==> config.mk <==
export PLATFORM = sky130hd
export DESIGN_NAME = nvsram_seq
export DESIGN_NICKNAME = d
export VERILOG_FILES = /design/src/rtl/nvs_pkg.sv /design/src/rtl/nvs_sync.sv /design/src/rtl/nvs_ctrl.sv /design/src/rtl/nvs_wr_gate.sv /design/src/rtl/nvsram_seq.sv
export SDC_FILE = /design/constraint.sdc
export NUM_CORES = 1
export LEC_CHECK = 0
export ABC_CLOCK_PERIOD_IN_PS = 2000
export BUFFER_PORTS_ARGS = -buffer_cell sky130_fd_sc_hd__buf_2
export CORE_MARGIN = 2
export CORE_UTILIZATION = 40
export DETAILED_ROUTE_END_ITERATION = 7
export HOLD_SLACK_MARGIN = 0.12
export PLACE_DENSITY = 0.65
export SYNTH_ARGS = -nofsm -noshare
export SYNTH_HDL_FRONTEND = slang
export SYNTH_HIERARCHICAL = 1
export SYNTH_SLANG_ARGS = --single-unit
==> constraint.sdc <==
create_clock -name clk -period 2 [get_ports clk]
set_clock_uncertainty 0.2 [all_clocks]
set_input_delay 0.6 -clock clk [delete_from_list [all_inputs] [get_ports clk]]
set_output_delay 0.6 -clock clk [all_outputs]
set_load 0.05 [all_outputs]
==> src/rtl/nvs_pkg.sv <==
package nvs_pkg;
  typedef enum logic [2:0] {
    ST_OFF   = 3'd0,
    ST_RCL   = 3'd1,
    ST_IDLE  = 3'd2,
    ST_WAIT  = 3'd3,
    ST_STORE = 3'd4,
    ST_HOLD  = 3'd5,
    ST_NOACK = 3'd6
  } nvs_state_e;
endpackage

==> src/rtl/nvs_sync.sv <==
module nvs_sync #(
  parameter int STAGES  = 2,
  parameter bit RST_VAL = 1'b1
) (
  input  logic clk,
  input  logic rst,
  input  logic d,
  output logic q
);
  logic [STAGES-1:0] chain;

  always_ff @(posedge clk) begin
    if (rst) chain <= {STAGES{RST_VAL}};
    else     chain <= {chain[STAGES-2:0], d};
  end

  assign q = chain[STAGES-1];
endmodule

==> src/rtl/nvs_ctrl.sv <==
module nvs_ctrl import nvs_pkg::*; #(
  parameter int DELAY_CYC  = 4,
  parameter int STORE_CYC  = 16,
  parameter int RECALL_CYC = 8
) (
  input  logic clk,
  input  logic rst,
  input  logic pwr_good,
  input  logic auto_en,
  input  logic req_low,
  input  logic dirty,
  output logic busy_pull,
  output logic recall_busy,
  output logic rd_open,
  output logic wr_open,
  output logic wr_cont,
  output logic arm_lock,
  output logic clr_dirty
);
  localparam int M1   = (DELAY_CYC > STORE_CYC) ? DELAY_CYC : STORE_CYC;
  localparam int MAXC = (M1 > RECALL_CYC) ? M1 : RECALL_CYC;
  localparam int CW   = $clog2(MAXC + 1);
  localparam logic [CW-1:0] D_LAST = CW'(DELAY_CYC - 1);
  localparam logic [CW-1:0] S_LAST = CW'(STORE_CYC - 1);
  localparam logic [CW-1:0] R_LAST = CW'(RECALL_CYC - 1);

  nvs_state_e state, nxt;
  logic [CW-1:0] cnt;
  logic rcl_pend;
  logic power_store;

  assign power_store = auto_en && dirty;

  always_comb begin
    nxt = state;
    unique case (state)
      ST_OFF:   if (pwr_good) nxt = ST_RCL;
      ST_RCL: begin
        if (!pwr_good)          nxt = ST_OFF;
        else if (cnt == R_LAST) nxt = ST_IDLE;
      end
      ST_IDLE: begin
        if (!pwr_good)   nxt = power_store ? ST_STORE : ST_OFF;
        else if (req_low) nxt = dirty ? ST_WAIT : ST_NOACK;
      end
      ST_WAIT: begin
        if (!pwr_good)          nxt = power_store ? ST_STORE : ST_OFF;
        else if (cnt == D_LAST) nxt = ST_STORE;
      end
      ST_STORE: if (cnt == S_LAST) nxt = ST_HOLD;
      ST_HOLD: begin
        if (!req_low) begin
          if (!pwr_good)    nxt = ST_OFF;
          else if (rcl_pend) nxt = ST_RCL;
          else              nxt = ST_IDLE;
        end
      end
      ST_NOACK: begin
        if (!pwr_good)    nxt = ST_OFF;
        else if (!req_low) nxt = ST_IDLE;
      end
      default: nxt = ST_OFF;
    endcase
  end

  assign rd_open   = (state == ST_IDLE) || (state == ST_WAIT) || (state == ST_NOACK);
  assign wr_open   = (state == ST_IDLE);
  assign wr_cont   = (state == ST_WAIT);
  assign arm_lock  = (nxt == ST_IDLE) && ((state == ST_RCL) || (state == ST_HOLD));
  assign clr_dirty = ((state == ST_STORE) && (nxt != ST_STORE)) ||
                     ((state == ST_RCL) && (nxt == ST_IDLE));

  always_ff @(posedge clk) begin
    if (rst) begin
      state       <= ST_OFF;
      cnt         <= '0;
      rcl_pend    <= 1'b1;
      busy_pull   <= 1'b0;
      recall_busy <= 1'b0;
    end else begin
      state <= nxt;
      if (nxt != state) cnt <= '0;
      else if ((state == ST_WAIT) || (state == ST_STORE) || (state == ST_RCL))
        cnt <= cnt + CW'(1);
      if (!pwr_good)                                  rcl_pend <= 1'b1;
      else if ((state == ST_RCL) && (nxt == ST_IDLE)) rcl_pend <= 1'b0;
      busy_pull   <= (nxt == ST_STORE);
      recall_busy <= (nxt == ST_RCL);
    end
  end
endmodule

==> src/rtl/nvs_wr_gate.sv <==
module nvs_wr_gate (
  input  logic clk,
  input  logic rst,
  input  logic ce_n,
  input  logic we_n,
  input  logic pwr_good,
  input  logic rd_open,
  input  logic wr_open,
  input  logic wr_cont,
  input  logic arm_lock,
  input  logic clr_dirty,
  output logic sram_rd_en,
  output logic sram_wr_en,
  output logic dirty
);
  logic ce_q, we_q, lock, cont;
  logic wr_act, rd_act, fresh, wr_ok;

  assign wr_act = !ce_n && !we_n;
  assign rd_act = !ce_n && we_n;
  assign fresh  = (ce_q && !ce_n) || (we_q && !we_n);
  assign wr_ok  = wr_act && !lock && pwr_good && (wr_open || (wr_cont && cont));

  always_ff @(posedge clk) begin
    if (rst) begin
      ce_q       <= 1'b1;
      we_q       <= 1'b1;
      lock       <= 1'b0;
      cont       <= 1'b0;
      dirty      <= 1'b0;
      sram_rd_en <= 1'b0;
      sram_wr_en <= 1'b0;
    end else begin
      ce_q <= ce_n;
      we_q <= we_n;
      cont <= wr_ok;
      if (arm_lock)   lock <= wr_act && !fresh;
      else if (fresh) lock <= 1'b0;
      if (clr_dirty)  dirty <= 1'b0;
      else if (wr_ok) dirty <= 1'b1;
      sram_rd_en <= rd_act && rd_open;
      sram_wr_en <= wr_ok;
    end
  end
endmodule

==> src/rtl/nvsram_seq.sv <==
module nvsram_seq #(
  parameter int DELAY_CYC   = 4,
  parameter int STORE_CYC   = 16,
  parameter int RECALL_CYC  = 8,
  parameter int SYNC_STAGES = 2
) (
  input  logic clk,
  input  logic rst,
  input  logic pwr_good,
  input  logic auto_store_en,
  input  logic hsreq_n,
  input  logic ce_n,
  input  logic we_n,
  output logic busy_pull,
  output logic recall_busy,
  output logic sram_rd_en,
  output logic sram_wr_en
);
  logic req_s, dirty;
  logic rd_open, wr_open, wr_cont, arm_lock, clr_dirty;

  nvs_sync #(.STAGES(SYNC_STAGES), .RST_VAL(1'b1)) u_sync (
    .clk(clk), .rst(rst), .d(hsreq_n), .q(req_s)
  );

  nvs_ctrl #(
    .DELAY_CYC(DELAY_CYC), .STORE_CYC(STORE_CYC), .RECALL_CYC(RECALL_CYC)
  ) u_ctrl (
    .clk(clk), .rst(rst), .pwr_good(pwr_good), .auto_en(auto_store_en),
    .req_low(!req_s), .dirty(dirty), .busy_pull(busy_pull),
    .recall_busy(recall_busy), .rd_open(rd_open), .wr_open(wr_open),
    .wr_cont(wr_cont), .arm_lock(arm_lock), .clr_dirty(clr_dirty)
  );

  nvs_wr_gate u_gate (
    .clk(clk), .rst(rst), .ce_n(ce_n), .we_n(we_n), .pwr_good(pwr_good),
    .rd_open(rd_open), .wr_open(wr_open), .wr_cont(wr_cont),
    .arm_lock(arm_lock), .clr_dirty(clr_dirty), .sram_rd_en(sram_rd_en),
    .sram_wr_en(sram_wr_en), .dirty(dirty)
  );
endmodule

==> impl_summary.txt, run 1 <==
----------------------------------------------------
[Worst hold path]
  Min-Delay Path Class ... flip-flop to flip-flop
  Hold path cells ... 1
  Hold wc startpoint ... u_sync/chain[0]

[Layout]
  Final Net Count ... 155
  Share of cells above drive strength 1 ... 0.2759
  Post-route cell area ... 0.001338 mm²
  Growth of design area from synthesis to finish ... 14.21%
  Flip-flop count of the largest register after layout ... 5
  Final Util ... 0.4850
  # diodes ... 0
  Registers with the most flip-flops ... u_ctrl/cnt x5, u_ctrl/state x3, u_sync/chain x2
  Number of inserted filler cells in the final layout ... 258
  Most flops, register ... u_ctrl/cnt

[Critical path]
  Worst r2r dst ... u_ctrl/recall_busy
  Startpoint of the worst-slack reg-to-reg timing path ... u_ctrl/cnt[1]
  CP bufs+invs ... 0
  Crit path launch type ... flip-flop
  Required time of the critical path ... 2.05 ns
  Flop-to-flop setup slack ... 0.10 ns
  WP depth ... 7
  Signal arrival time at the worst endpoint ... 1.95 ns
  Critical path launch point ... u_ctrl/cnt[1]
  Slowest library cell on the worst path ... sky130_fd_sc_hd__dfxtp_2
  Largest stage delay on the critical path ... 0.38 ns
  Family with the most delay on the worst path ... simple AND/OR/NAND/NOR gates
  Crit. End Element ... flip-flop
  Critical Path End ... u_ctrl/recall_busy
  Highest fanout seen on the critical path ... 7
  Ordered cell list for the critical path ... ha_4 -> and3_2 -> ha_2 -> nor2b_1 -> a31oi_1 -> o211ai_1 -> and4b_1
  Worst Reg-to-Reg Cells ... 7
  Critical path class ... flip-flop to flip-flop

[Power]
  VDD IR-drop max ... 0.4355 mV
  Total power divided by cell area ... 498.7 mW/mm²
  LEAKAGE ... 0.0005030 µW

[Logic synthesis]
  Top cells by area in the synthesized netlist ... sky130_fd_sc_hd__dfxtp_1, sky130_fd_sc_hd__a21oi_1, sky130_fd_sc_hd__mux2i_1, sky130_fd_sc_hd__nor3_1, sky130_fd_sc_hd__nor2_1
  Unique cell type count in the Yosys netlist ... 51
  Synth async-reset ratio ... 0
  Post-synthesis instance total ... 130
  Count of yosys warnings during synthesis ... 6
  Count of flip-flops with a built-in enable after synthesis ... 0
  Leading register cell type out of synthesis ... sky130_fd_sc_hd__dfxtp_1
  Mean instance size in the synthesized netlist ... 9.009 µm²
  Area share of the largest cell type after synthesis ... 0.3248
  Flip-flop and latch count after synthesis ... 19
  Most frequent cells after synthesis ... sky130_fd_sc_hd__dfxtp_1, sky130_fd_sc_hd__nor2_1, sky130_fd_sc_hd__a21oi_1, sky130_fd_sc_hd__inv_1, sky130_fd_sc_hd__nor3_1
  Synthesized net count ... 139
  Mapped cell area ... 0.001171 mm²
  Most common cell in the netlist ... sky130_fd_sc_hd__dfxtp_1
  Post-synth top area cell ... sky130_fd_sc_hd__dfxtp_1
  Seq/Total Area, Yosys ... 0.3248

[Clock network]
  CTS HTree Levels ... 1
  CTS tree ... built
  Buffer depth of the longest clock path ... 2
  Clock insertion delay at the later pin of the skew report ... 0.30 ns
  Clock Sinks ... 19
  CTS root buffer ... sky130_fd_sc_hd__clkbuf_4
  # hold bufs at CTS ... 0
  Reg clk slew, reported paths ... 0.10 ns
  TritonCTS Buffers ... 3

[Global route]
  First-pass GRT wire length ... 4.091 mm
  Antenna violations before repair ... 0
  Via count of the first global-routing pass ... 887
  GRT Resource Usage Total ... 0.1626
  Largest net degree at the start of global routing ... 16
  Total congestion overflow ... 0

[Drt]
  Post-DRT Antenna Nets ... 0
  Total DRC errors in the routed layout ... 0
  Vias/cell ... 5.852
  1st-pass router iterations ... 4
  Starting DRC count in detailed routing ... 37
  Routed Wire Length ... 2.568 mm
  Via count of the routed design ... 1030
  Detailed-route wire length per cell ... 14.59 µm

[STA]
  Number of slew-limit violations in the final report ... 0
  Final worst path period need ... 1.896 ns
  Fmax ... 0.5275 GHz
  Post-route worst setup slack ... 0.1043 ns
  Setup TNS ... 0 ns
  Least-Margin Pin Slew ... 0.4934 ns
  Setup violators final ... 0
  Hold Violations, Final ... 0
  Post-route clock period utilization ... 0.9478
  Headroom to the max-slew limit ... 0.6706

[Floorplan]
  Chip width ... 58.11 µm
  Area enclosed by the die boundary ... 0.003377 mm²
  Die H ... 58.11 µm
  Floorplan core area ... 0.002758 mm²
  Initial standard-cell utilization of the core ... 0.4247
  Number of rows created at floorplan ... 19
  I/O pin count ... 11

[Placed design]
  Half-perimeter wire length after detailed placement ... 1.800 mm
  Cell Area, Placed ... 0.001265 mm²
  Placement-stage worst setup slack ... -0.02843 ns
  I/O Buffers ... 10
  Gp weighted congestion ... 0.8953

[Status]
  Result of the run ... completed

[Job]
  Max-cap viol count ... 0

----------------------------------------------------
kinds of logic (layout without fill, tap and decap cells):
logic type	after synthesis	count (layout)	share of synthesized area
adder cells (fa/ha/maj)	2	2	0.02136
AO/OA/AOI/OAI	30	30	0.1891
XOR/XNOR	4	4	0.02992
flip-flops	19	19	0.3248
AND/OR/NAND/NOR	55	55	0.3216
buffers and inverters	15	30	0.06945
multiplexers	5	5	0.04380
metrics by stage:
| stage | total power [µW] | instances | hold slack [ns] |
|---|---|---|---|
| final | 667.0 | 176 | 0.2202 |
| after global routing | 698.6 | 176 | 0.2511 |
| after CTS | 668.3 | 175 | 0.2288 |
| after detailed placement | 481.1 | 171 | 0.1998 |
| after global placement | 479.7 | 171 | 0.1928 |
| after floorplan | 458.0 | 130 | 0.1832 |
how the worst min path moves through the flow:
stage                      endpoint  slack, ns
CTS                 u_sync/chain[1]       0.23
finish              u_sync/chain[1]       0.22
floorplan           u_sync/chain[1]       0.18
detailed placement  u_sync/chain[1]       0.20
global placement    u_sync/chain[1]       0.19
global route            u_gate/lock       0.25
area by class of cell:
cell class	count	area (µm²)	share of cell area
clock buffers	4	26.28	0.01964
well taps	31	38.79	0.02900
multi-input cells	96	742.0	0.5547
inverters	7	26.28	0.01964
flip-flops and latches	19	386.6	0.2891
repair buffers	19	117.6	0.08793
per-layer routing:
metal | share of wire | track usage | up-vias
li1 | - | - | 506
met2 | 0.48 | 0.2484 | 36
met3 | 0.048 | 0.03348 | 12
met5 | 0 | 0 | -
met4 | 0.033 | 0.08970 | 0
met1 | 0.44 | 0.2138 | 476
cells in the final DEF (no fill, tap or decap), drive strengths merged, types with 3 or more instances in the layout:
cell    synthesis  routed
dfxtp          19      19
buf             8      19
nor2            9       9
a21oi           8       8
inv             7       7
nor3            7       7
nand2b          5       5
or2             5       5
mux2i           4       4
nand2           4       4
clkbuf          0       4
nor2b           3       3
o21ai           3       3
xor2            3       3
and3            3       3
o221ai          3       3
where the power goes:
part           total [µW]  leakage (µW)  switching [µW]  internal (µW)
Combinational        88.9      0.000331            53.5           35.4
Sequential            391      0.000157            5.41            386
Clock                 187     0.0000150             109           77.8
Total                 667      0.000503             168            499
timing repair:
action | in CTS | in global routing
gates resized for setup | 2 | 8
endpoints found under the setup margin | 5 | 8
pin swaps | 1 | 1
setup buffers | 0 | 2
Note: power is estimated with default switching activity, not from simulation.
==> run 2: changes to the inputs <==
--- a/config.mk
+++ b/config.mk
@@ -5,13 +5,14 @@
 export SDC_FILE = /design/constraint.sdc
 export NUM_CORES = 1
 export LEC_CHECK = 0
+export ABC_AREA = 1
 export ABC_CLOCK_PERIOD_IN_PS = 2000
 export BUFFER_PORTS_ARGS = -buffer_cell sky130_fd_sc_hd__buf_2
 export CORE_MARGIN = 2
 export CORE_UTILIZATION = 40
 export DETAILED_ROUTE_END_ITERATION = 7
 export HOLD_SLACK_MARGIN = 0.12
-export PLACE_DENSITY = 0.65
+export PLACE_DENSITY = 0.64
 export SYNTH_ARGS = -nofsm -noshare
 export SYNTH_HDL_FRONTEND = slang
 export SYNTH_HIERARCHICAL = 1
==> run 2 against run 1 <==
Against the previous run: first-iteration DRC count fell by 27%; synthesized cell count up 27%; worst setup slack better by 0.071 ns; maximum frequency increased by 3.9%; power fell by 0.59%; worst hold slack better by 0.0042 ns; highest routed layer unchanged; sequential share of layout area increased by 0.85 points; final area shrank 3.2%; sequential power is 1% higher; via count is 0.19% higher; clock-buffer cell count is 1 lower.
==> impl_summary.txt, run 2 <==
----------------------------------------------------
[Global route]
  First-pass GRT wire length ... 4.119 mm (+0.68%)
  Largest net degree at the start of global routing ... 12 (-4)
  Via count of the first global-routing pass ... 1013 (+14%)
  Total congestion overflow ... 0 (unchanged)
  GRT Resource Usage Total ... 0.1569 (-0.005638)
  Antenna violations before repair ... 0 (unchanged)

[STA]
  Worst-case hold slack ... 0.2244 ns (+0.004229 ns)
  Least-Margin Pin Slew ... 0.2824 ns (-0.2110 ns)
  Headroom to the max-slew limit ... 0.8118 (+0.1411)
  Setup repair after global routing missed its margin ... false
  Number of slew-limit violations in the final report ... 0 (unchanged)
  Fmax ... 0.5482 GHz (+3.9%)
  Final worst path period need ... 1.824 ns (-0.07145 ns)
  Hold Violations, Final ... 0 (unchanged)
  Post-route clock period utilization ... 0.9121 (-0.03573)
  Post-route worst setup slack ... 0.1758 ns (+0.07145 ns)
  Setup violators final ... 0 (unchanged)

[Power]
  Total power divided by cell area ... 512.0 mW/mm² (+2.7%)
  VDD IR-drop max ... 0.3737 mV (-14%)
  LEAKAGE ... 0.0006717 µW (+34%)

[Clock network]
  Buffer depth of the longest clock path ... 2 (unchanged)
  Clock Sinks ... 19 (unchanged)
  CTS tree ... built
  Clock insertion delay at the later pin of the skew report ... 0.30 ns (about the same)
  CTS HTree Levels ... 1 (unchanged)
  # hold bufs at CTS ... 0 (unchanged)
  Reg clk slew, reported paths ... 0.11 ns (about the same)
  CTS root buffer ... sky130_fd_sc_hd__clkbuf_4
  TritonCTS Buffers ... 3 (unchanged)

[Placed design]
  Gp weighted congestion ... 1.003 (+12%)
  Cell Area, Placed ... 0.001240 mm² (-2.0%)
  I/O Buffers ... 10 (unchanged)
  Placement-stage worst setup slack ... -0.03140 ns (-0.002978 ns)
  Half-perimeter wire length after detailed placement ... 1.814 mm (+0.82%)
  Total instance count after detailed placement ... 204 (+19%)

[Critical path]
  Highest fanout seen on the critical path ... 5 (-2)
  Signal arrival time at the worst endpoint ... 1.86 ns (-0.09 ns)
  Crit path launch type ... flip-flop
  Flop-to-flop setup slack ... 0.18 ns (+0.07 ns)
  Critical path class ... flip-flop to flip-flop
  Crit. End Element ... flip-flop
  Required time of the critical path ... 2.04 ns (about the same)

[Drt]
  Routed Wire Length ... 2.387 mm (-7.0%)
  Detailed-route wire length per cell ... 11.42 µm (-22%)
  1st-pass router iterations ... 4 (unchanged)
  Vias/cell ... 4.938 (-16%)
  Total DRC errors in the routed layout ... 0 (unchanged)
  Starting DRC count in detailed routing ... 27 (-27%)
  Post-DRT Antenna Nets ... 0 (unchanged)
  Via count of the routed design ... 1032 (+0.19%)

[Logic synthesis]
  Top cells by area in the synthesized netlist ... sky130_fd_sc_hd__dfxtp_1, sky130_fd_sc_hd__nand2_1, sky130_fd_sc_hd__inv_1, sky130_fd_sc_hd__nor2_1, sky130_fd_sc_hd__nor2_4
  Flip-flop and latch count after synthesis ... 19 (unchanged)
  Area share of the largest cell type after synthesis ... 0.3220 (-0.002752)
  Unique cell type count in the Yosys netlist ... 28 (-45%)
  Most common cell in the netlist ... sky130_fd_sc_hd__nand2_1
  Seq/Total Area, Yosys ... 0.3220 (-0.002752)
  Count of flip-flops with a built-in enable after synthesis ... 0 (unchanged)
  Synth async-reset ratio ... 0 (unchanged)
  Leading register cell type out of synthesis ... sky130_fd_sc_hd__dfxtp_1
  Count of yosys warnings during synthesis ... 6 (unchanged)
  Synthesized net count ... 174 (+25%)
  Mapped cell area ... 0.001181 mm² (+0.85%)
  Mean instance size in the synthesized netlist ... 7.158 µm² (-21%)
  Post-synth top area cell ... sky130_fd_sc_hd__dfxtp_1
  Most frequent cells after synthesis ... sky130_fd_sc_hd__nand2_1, sky130_fd_sc_hd__inv_1, sky130_fd_sc_hd__dfxtp_1, sky130_fd_sc_hd__nor2_1, sky130_fd_sc_hd__nand3_1
  Post-synthesis instance total ... 165 (+27%)

[Layout]
  Highest-count cells in the layout ignoring fill and taps ... sky130_fd_sc_hd__nand2_1, sky130_fd_sc_hd__inv_1, sky130_fd_sc_hd__nor2_1
  # diodes ... 0 (unchanged)
  Growth of design area from synthesis to finish ... 9.640%
  Final Net Count ... 188 (+21%)
  Most flops, register ... u_ctrl/cnt
  Share of cells above drive strength 1 ... 0.2978 (+0.02189)
  Post-route cell area ... 0.001295 mm² (-3.2%)
  Registers with the most flip-flops ... u_ctrl/cnt x5, u_ctrl/state x3, u_sync/chain x2
  Flip-flop count of the largest register after layout ... 5 (unchanged)
  Final Instance Count excl. Fillers ... 209 (+19%)
  Number of inserted filler cells in the final layout ... 285 (+10%)
  Most common cell after layout, fill and taps aside ... sky130_fd_sc_hd__nand2_1

[Floorplan]
  Die H ... 58.34 µm (+0.40%)
  Floorplan core area ... 0.002781 mm² (+0.86%)
  Number of rows created at floorplan ... 19 (unchanged)
  Chip width ... 58.34 µm (+0.40%)
  I/O pin count ... 11 (unchanged)
  Area enclosed by the die boundary ... 0.003404 mm² (+0.79%)
  Initial standard-cell utilization of the core ... 0.4247 (about the same)

[Job]
  Max-cap viol count ... 0 (unchanged)

[Status]
  Result of the run ... completed

[Worst hold path]
  Min-Delay Path Class ... flip-flop to flip-flop

----------------------------------------------------
-- run 2: cell count changes after synthesis, sizes merged, moves of 4 or more --
cell    previous run  this run
nor2               9        27
nand2              4        42
buf                8         4
or2                5         1
nand2b             5         0
nand3              2        16
a21oi              8         3
inv                7        31
-- run 2: final cells by class --
cell class / count / area [µm²] / area share
repair buffers: 13 / 72.57 / 0.05604
multi-input cells: 110 / 645.6 / 0.4986
inverters: 32 / 125.1 / 0.09662
flip-flops and latches: 19 / 385.4 / 0.2976
clock buffers: 3 / 22.52 / 0.01739
clock inverters: 1 / 5.005 / 0.003865
well taps: 31 / 38.79 / 0.02995
-- run 2: through the flow --
step / setup TNS, ns / power [µW] / util
2_1_floorplan: 0 / 455.4 / -
3_3_place_gp: 0 / 470.0 / 0.4458
3_5_place_dp: -0.1693 / 470.8 / 0.4458
4_1_cts: 0 / 675.8 / 0.4557
5_1_grt: 0 / 704.1 / 0.4656
6_report: 0 / 663.1 / 0.4656
-- run 2: path summary, 6_finish.rpt --
kind                        start         endpoint  cells after the start
setup / recovery    u_ctrl/cnt[1]    u_ctrl/cnt[1]                     12
hold / removal    u_sync/chain[0]  u_sync/chain[1]                      2
setup reg to reg    u_ctrl/cnt[1]    u_ctrl/cnt[1]                     12
hold reg to reg   u_sync/chain[0]  u_sync/chain[1]                      2
-- run 2: timing repair --
| action | in CTS | in global routing |
|---|---|---|
| resized for setup | 0 | 7 |
| setup endpoints to repair | 0 | 6 |
| setup buffers | 0 | 1 |
-- run 2: critical path, cell delays in order (launching register included) --
cell and delay [ns]:
sky130_fd_sc_hd__dfxtp_2 0.36, sky130_fd_sc_hd__ha_4 0.17, sky130_fd_sc_hd__nand2_1 0.09, sky130_fd_sc_hd__inv_1 0.04, sky130_fd_sc_hd__nand2_1 0.14, sky130_fd_sc_hd__nor2_4 0.06, sky130_fd_sc_hd__nor2_4 0.09, sky130_fd_sc_hd__nor2_4 0.05
sky130_fd_sc_hd__nor2_4 0.12, sky130_fd_sc_hd__nor2_2 0.06, sky130_fd_sc_hd__nor2_2 0.13, sky130_fd_sc_hd__nand3_2 0.13, sky130_fd_sc_hd__nor2_1 0.12
-- run 2: metal layers --
metal	routed length (µm)	share of wire	global-route usage
met1	1079	0.45	0.1724
met2	1197	0.50	0.2793
met3	82	0.034	0.02637
met4	29	0.012	0.09635
met5	0	0	0
-- run 2: kinds of logic (layout without fill, tap and decap cells) --
kind of cell               Yosys count  in the layout  share of synthesized area
AOI/OAI and AO/OA                    9              9                    0.05191
xor gates and xnor gates             3              3                    0.02225
adders and majority gates            2              2                    0.02118
buffers and inverters               36             49                     0.1441
DFF                                 19             19                     0.3220
muxes                                1              1                   0.008475
and+or+nand+nor                     95             95                     0.4301
-- run 2: power by group --
| part | switching (µW) | internal (µW) | total [µW] |
|---|---|---|---|
| logic | 45.6 | 24.6 | 70.3 |
| registers | 8.48 | 387 | 396 |
| clock network | 122 | 74.6 | 197 |
==> run 3: changes to the inputs <==
--- a/config.mk
+++ b/config.mk
@@ -6,7 +6,7 @@
 export NUM_CORES = 1
 export LEC_CHECK = 0
 export ABC_AREA = 1
-export ABC_CLOCK_PERIOD_IN_PS = 2000
+export ABC_CLOCK_PERIOD_IN_PS = 1700
 export BUFFER_PORTS_ARGS = -buffer_cell sky130_fd_sc_hd__buf_2
 export CORE_MARGIN = 2
 export CORE_UTILIZATION = 40
==> constraint.sdc (replaced) <==
create_clock -name clk -period 1.7 [get_ports clk]
set_clock_uncertainty 0.2 [all_clocks]
set_input_delay 0.51 -clock clk [delete_from_list [all_inputs] [get_ports clk]]
set_output_delay 0.51 -clock clk [all_outputs]
set_load 0.05 [all_outputs]
==> run 3 against run 2 <==
Against the previous run: the flow now finishes with violations (negative setup slack); final cell count rose by 8.1%; critical endpoint is now u_ctrl/cnt[2]; non-clock buffer count up 17; core utilization grew 8.4 points.
==> impl_summary.txt, run 3 (synthesis gave the netlist of run 2 again) <==
----------------------------------------------------
[Global route]
  GRT Resource Usage Total ... 0.1776 (+0.02063)
  Antenna violations before repair ... 0 (unchanged)
  Largest net degree at the start of global routing ... 12 (unchanged)
  Via count of the first global-routing pass ... 1078 (+6.4%)
  Total congestion overflow ... 0 (unchanged)
  First-pass GRT wire length ... 4.643 mm (+13%)

[Clock network]
  CTS tree ... built
  # hold bufs at CTS ... 0 (unchanged)
  Clock insertion delay at the later pin of the skew report ... 0.30 ns (about the same)
  CTS root buffer ... sky130_fd_sc_hd__clkbuf_4
  CTS HTree Levels ... 1 (unchanged)
  TritonCTS Buffers ... 3 (unchanged)
  Reg clk slew, reported paths ... 0.11 ns (about the same)
  Buffer depth of the longest clock path ... 2 (unchanged)
  Clock Sinks ... 19 (unchanged)

[Layout]
  Registers with the most flip-flops ... u_ctrl/cnt x5, u_ctrl/state x3, u_sync/chain x2
  Most flops, register ... u_ctrl/cnt
  Share of cells above drive strength 1 ... 0.4718 (+0.1740)
  Number of inserted filler cells in the final layout ... 265 (-7.0%)
  Most common cell after layout, fill and taps aside ... sky130_fd_sc_hd__nand2_1
  Flip-flop count of the largest register after layout ... 5 (unchanged)
  Register area ... 389.1 µm² (+0.97%)
  Final Util ... 0.5493 (+0.08367)
  Final Net Count ... 205 (+9.0%)
  Area of combinational cells with multiple inputs ... 730.7 µm² (+13%)
  # diodes ... 0 (unchanged)
  Highest-count cells in the layout ignoring fill and taps ... sky130_fd_sc_hd__nand2_1, sky130_fd_sc_hd__inv_1, sky130_fd_sc_hd__buf_4
  Growth of design area from synthesis to finish ... 29.34%

[STA]
  Post-route clock period utilization ... 1.027 (+0.1150)
  Worst-case hold slack ... 0.1697 ns (-0.05470 ns)
  Least-Margin Pin Slew ... 0.2856 ns (+0.003185 ns)
  Setup repair after global routing missed its margin ... true
  Post-route worst setup slack ... -0.04600 ns (-0.2218 ns)
  Setup TNS ... -0.1754 ns (-0.1754 ns)
  Setup violators final ... 6 (+6)
  Fmax ... 0.5727 GHz (+4.5%)
  Headroom to the max-slew limit ... 0.8086 (-0.003161)
  Number of slew-limit violations in the final report ... 0 (unchanged)
  Final worst path period need ... 1.746 ns (-0.07822 ns)
  Hold Violations, Final ... 0 (unchanged)

[Status]
  Result of the run ... complete, but fails checks
  Failing checks ... negative setup slack

[Drt]
  Total DRC errors in the routed layout ... 0 (unchanged)
  Routed Wire Length ... 2.719 mm (+14%)
  1st-pass router iterations ... 4 (unchanged)
  Via count of the routed design ... 1104 (+7.0%)
  Post-DRT Antenna Nets ... 0 (unchanged)
  Vias/cell ... 4.885 (-1.1%)
  Detailed-route wire length per cell ... 12.03 µm (+5.3%)
  Starting DRC count in detailed routing ... 33 (+22%)

[Placed design]
  Placement-stage worst setup slack ... -0.1610 ns (-0.1296 ns)
  Gp weighted congestion ... 0.8313 (-17%)
  I/O Buffers ... 10 (unchanged)
  Half-perimeter wire length after detailed placement ... 2.044 mm (+13%)

[Power]
  Share of power burned in combinational logic ... 0.133 (+0.027)
  Cell Int Power ... 586.8 µW (+21%)
  LEAKAGE ... 0.0007825 µW (+16%)
  Design Power ... 803.6 µW (+21%)
  VDD IR-drop max ... 0.4818 mV (+29%)
  Power share of the clock group ... 0.288 (-0.009)
  Net switching power ... 216.8 µW (+23%)
  Total power divided by cell area ... 526.0 mW/mm² (+2.7%)
  Sequential cell fraction of total power ... 0.578 (-0.019)
  Net switching fraction of the power ... 0.2698 (+0.003814)

[Floorplan]
  Die H ... 58.34 µm (unchanged)
  Floorplan core area ... 0.002781 mm² (unchanged)
  Number of rows created at floorplan ... 19 (unchanged)
  Initial standard-cell utilization of the core ... 0.4247 (unchanged)
  Area enclosed by the die boundary ... 0.003404 mm² (unchanged)
  Chip width ... 58.34 µm (unchanged)
  I/O pin count ... 11 (unchanged)

[Critical path]
  Required time of the critical path ... 1.74 ns (-0.30 ns)
  Crit. End Element ... flip-flop
  Crit path launch type ... flip-flop
  Highest fanout seen on the critical path ... 5 (unchanged)
  Critical path class ... flip-flop to flip-flop
  Signal arrival time at the worst endpoint ... 1.79 ns (-0.07 ns)

[Job]
  Max-cap viol count ... 0 (unchanged)

[Worst hold path]
  Min-Delay Path Class ... input pin to flip-flop

----------------------------------------------------
-- run 3: cell count changes in the layout (fill, tap and decap cells not counted), moves of 2 or more --
cell | before | now
sky130_fd_sc_hd__inv_1 | 24 | 22
sky130_fd_sc_hd__nor2_4 | 6 | 9
sky130_fd_sc_hd__nand2_2 | 2 | 8
sky130_fd_sc_hd__nand2_1 | 40 | 33
sky130_fd_sc_hd__buf_4 | 3 | 18
sky130_fd_sc_hd__nor2_2 | 4 | 6
sky130_fd_sc_hd__nor2_1 | 17 | 12
sky130_fd_sc_hd__nand3_1 | 10 | 6
sky130_fd_sc_hd__nand3_2 | 6 | 9
sky130_fd_sc_hd__inv_2 | 6 | 9
-- run 3: worst max-delay path: stages (launching register included) --
cell and delay, ns:
sky130_fd_sc_hd__dfxtp_2 0.35, sky130_fd_sc_hd__ha_4 0.17, sky130_fd_sc_hd__nand2_2 0.08, sky130_fd_sc_hd__nor2_2 0.04, sky130_fd_sc_hd__ha_2 0.17, sky130_fd_sc_hd__nand2_2 0.09, sky130_fd_sc_hd__nand2_1 0.08, sky130_fd_sc_hd__nand2_1 0.07
sky130_fd_sc_hd__nand3_2 0.09, sky130_fd_sc_hd__nor2_4 0.14, sky130_fd_sc_hd__nand3_4 0.10, sky130_fd_sc_hd__nor2_1 0.11
-- run 3: power by group through the flow --
stage	Combinational [µW]	Clock [µW]	Sequential, µW
3_3_place_gp	95.3	0	473
6_report	107	232	465
4_1_cts	101	240	465
3_5_place_dp	98.2	0	474
5_1_grt	118	263	466
2_1_floorplan	62.0	0	474
-- run 3: final cells by class --
cell class / count / share of cell area
repair buffers: 30 / 0.1417
clock inverters: 1 / 0.003276
well taps: 31 / 0.02539
inverters: 32 / 0.08190
clock buffers: 3 / 0.01474
multi-input cells: 110 / 0.4783
flip-flops and latches: 19 / 0.2547
-- run 3: metrics by stage --
step / cells / cell area (µm²)
4_1_cts: 227 / 1485
2_1_floorplan: 165 / 1181
3_5_place_dp: 219 / 1365
6_report: 226 / 1528
5_1_grt: 226 / 1528
3_3_place_gp: 219 / 1365
-- run 3: layer usage --
layer,GRT usage,share of wire,up-vias
met4,0.07973,0.018,0
met2,0.3082,0.52,30
met3,0.02857,0.040,6
met1,0.2145,0.42,506
met5,0,0,-
li1,-,-,562
-- run 3: path summary, 6_finish.rpt --
| path | startpoint | endpoint | slack [ns] | cells after the start |
|---|---|---|---|---|
| worst max-delay path | u_ctrl/cnt[0] | u_ctrl/cnt[2] | -0.05 | 11 |
| worst min register to register | u_sync/chain[0] | u_sync/chain[1] | 0.24 | 2 |
| worst min-delay path | hsreq_n | u_sync/chain[0] | 0.17 | 3 |
| worst max register to register | u_ctrl/cnt[0] | u_ctrl/cnt[2] | -0.05 | 11 |
-- run 3: what timing repair did --
| action | 4_1_cts | 5_1_grt |
|---|---|---|
| pin swaps | 4 | 10 |
| setup endpoints to repair | 10 | 11 |
| buffers inserted | 4 | 1 |
| gates resized for setup | 20 | 16 |
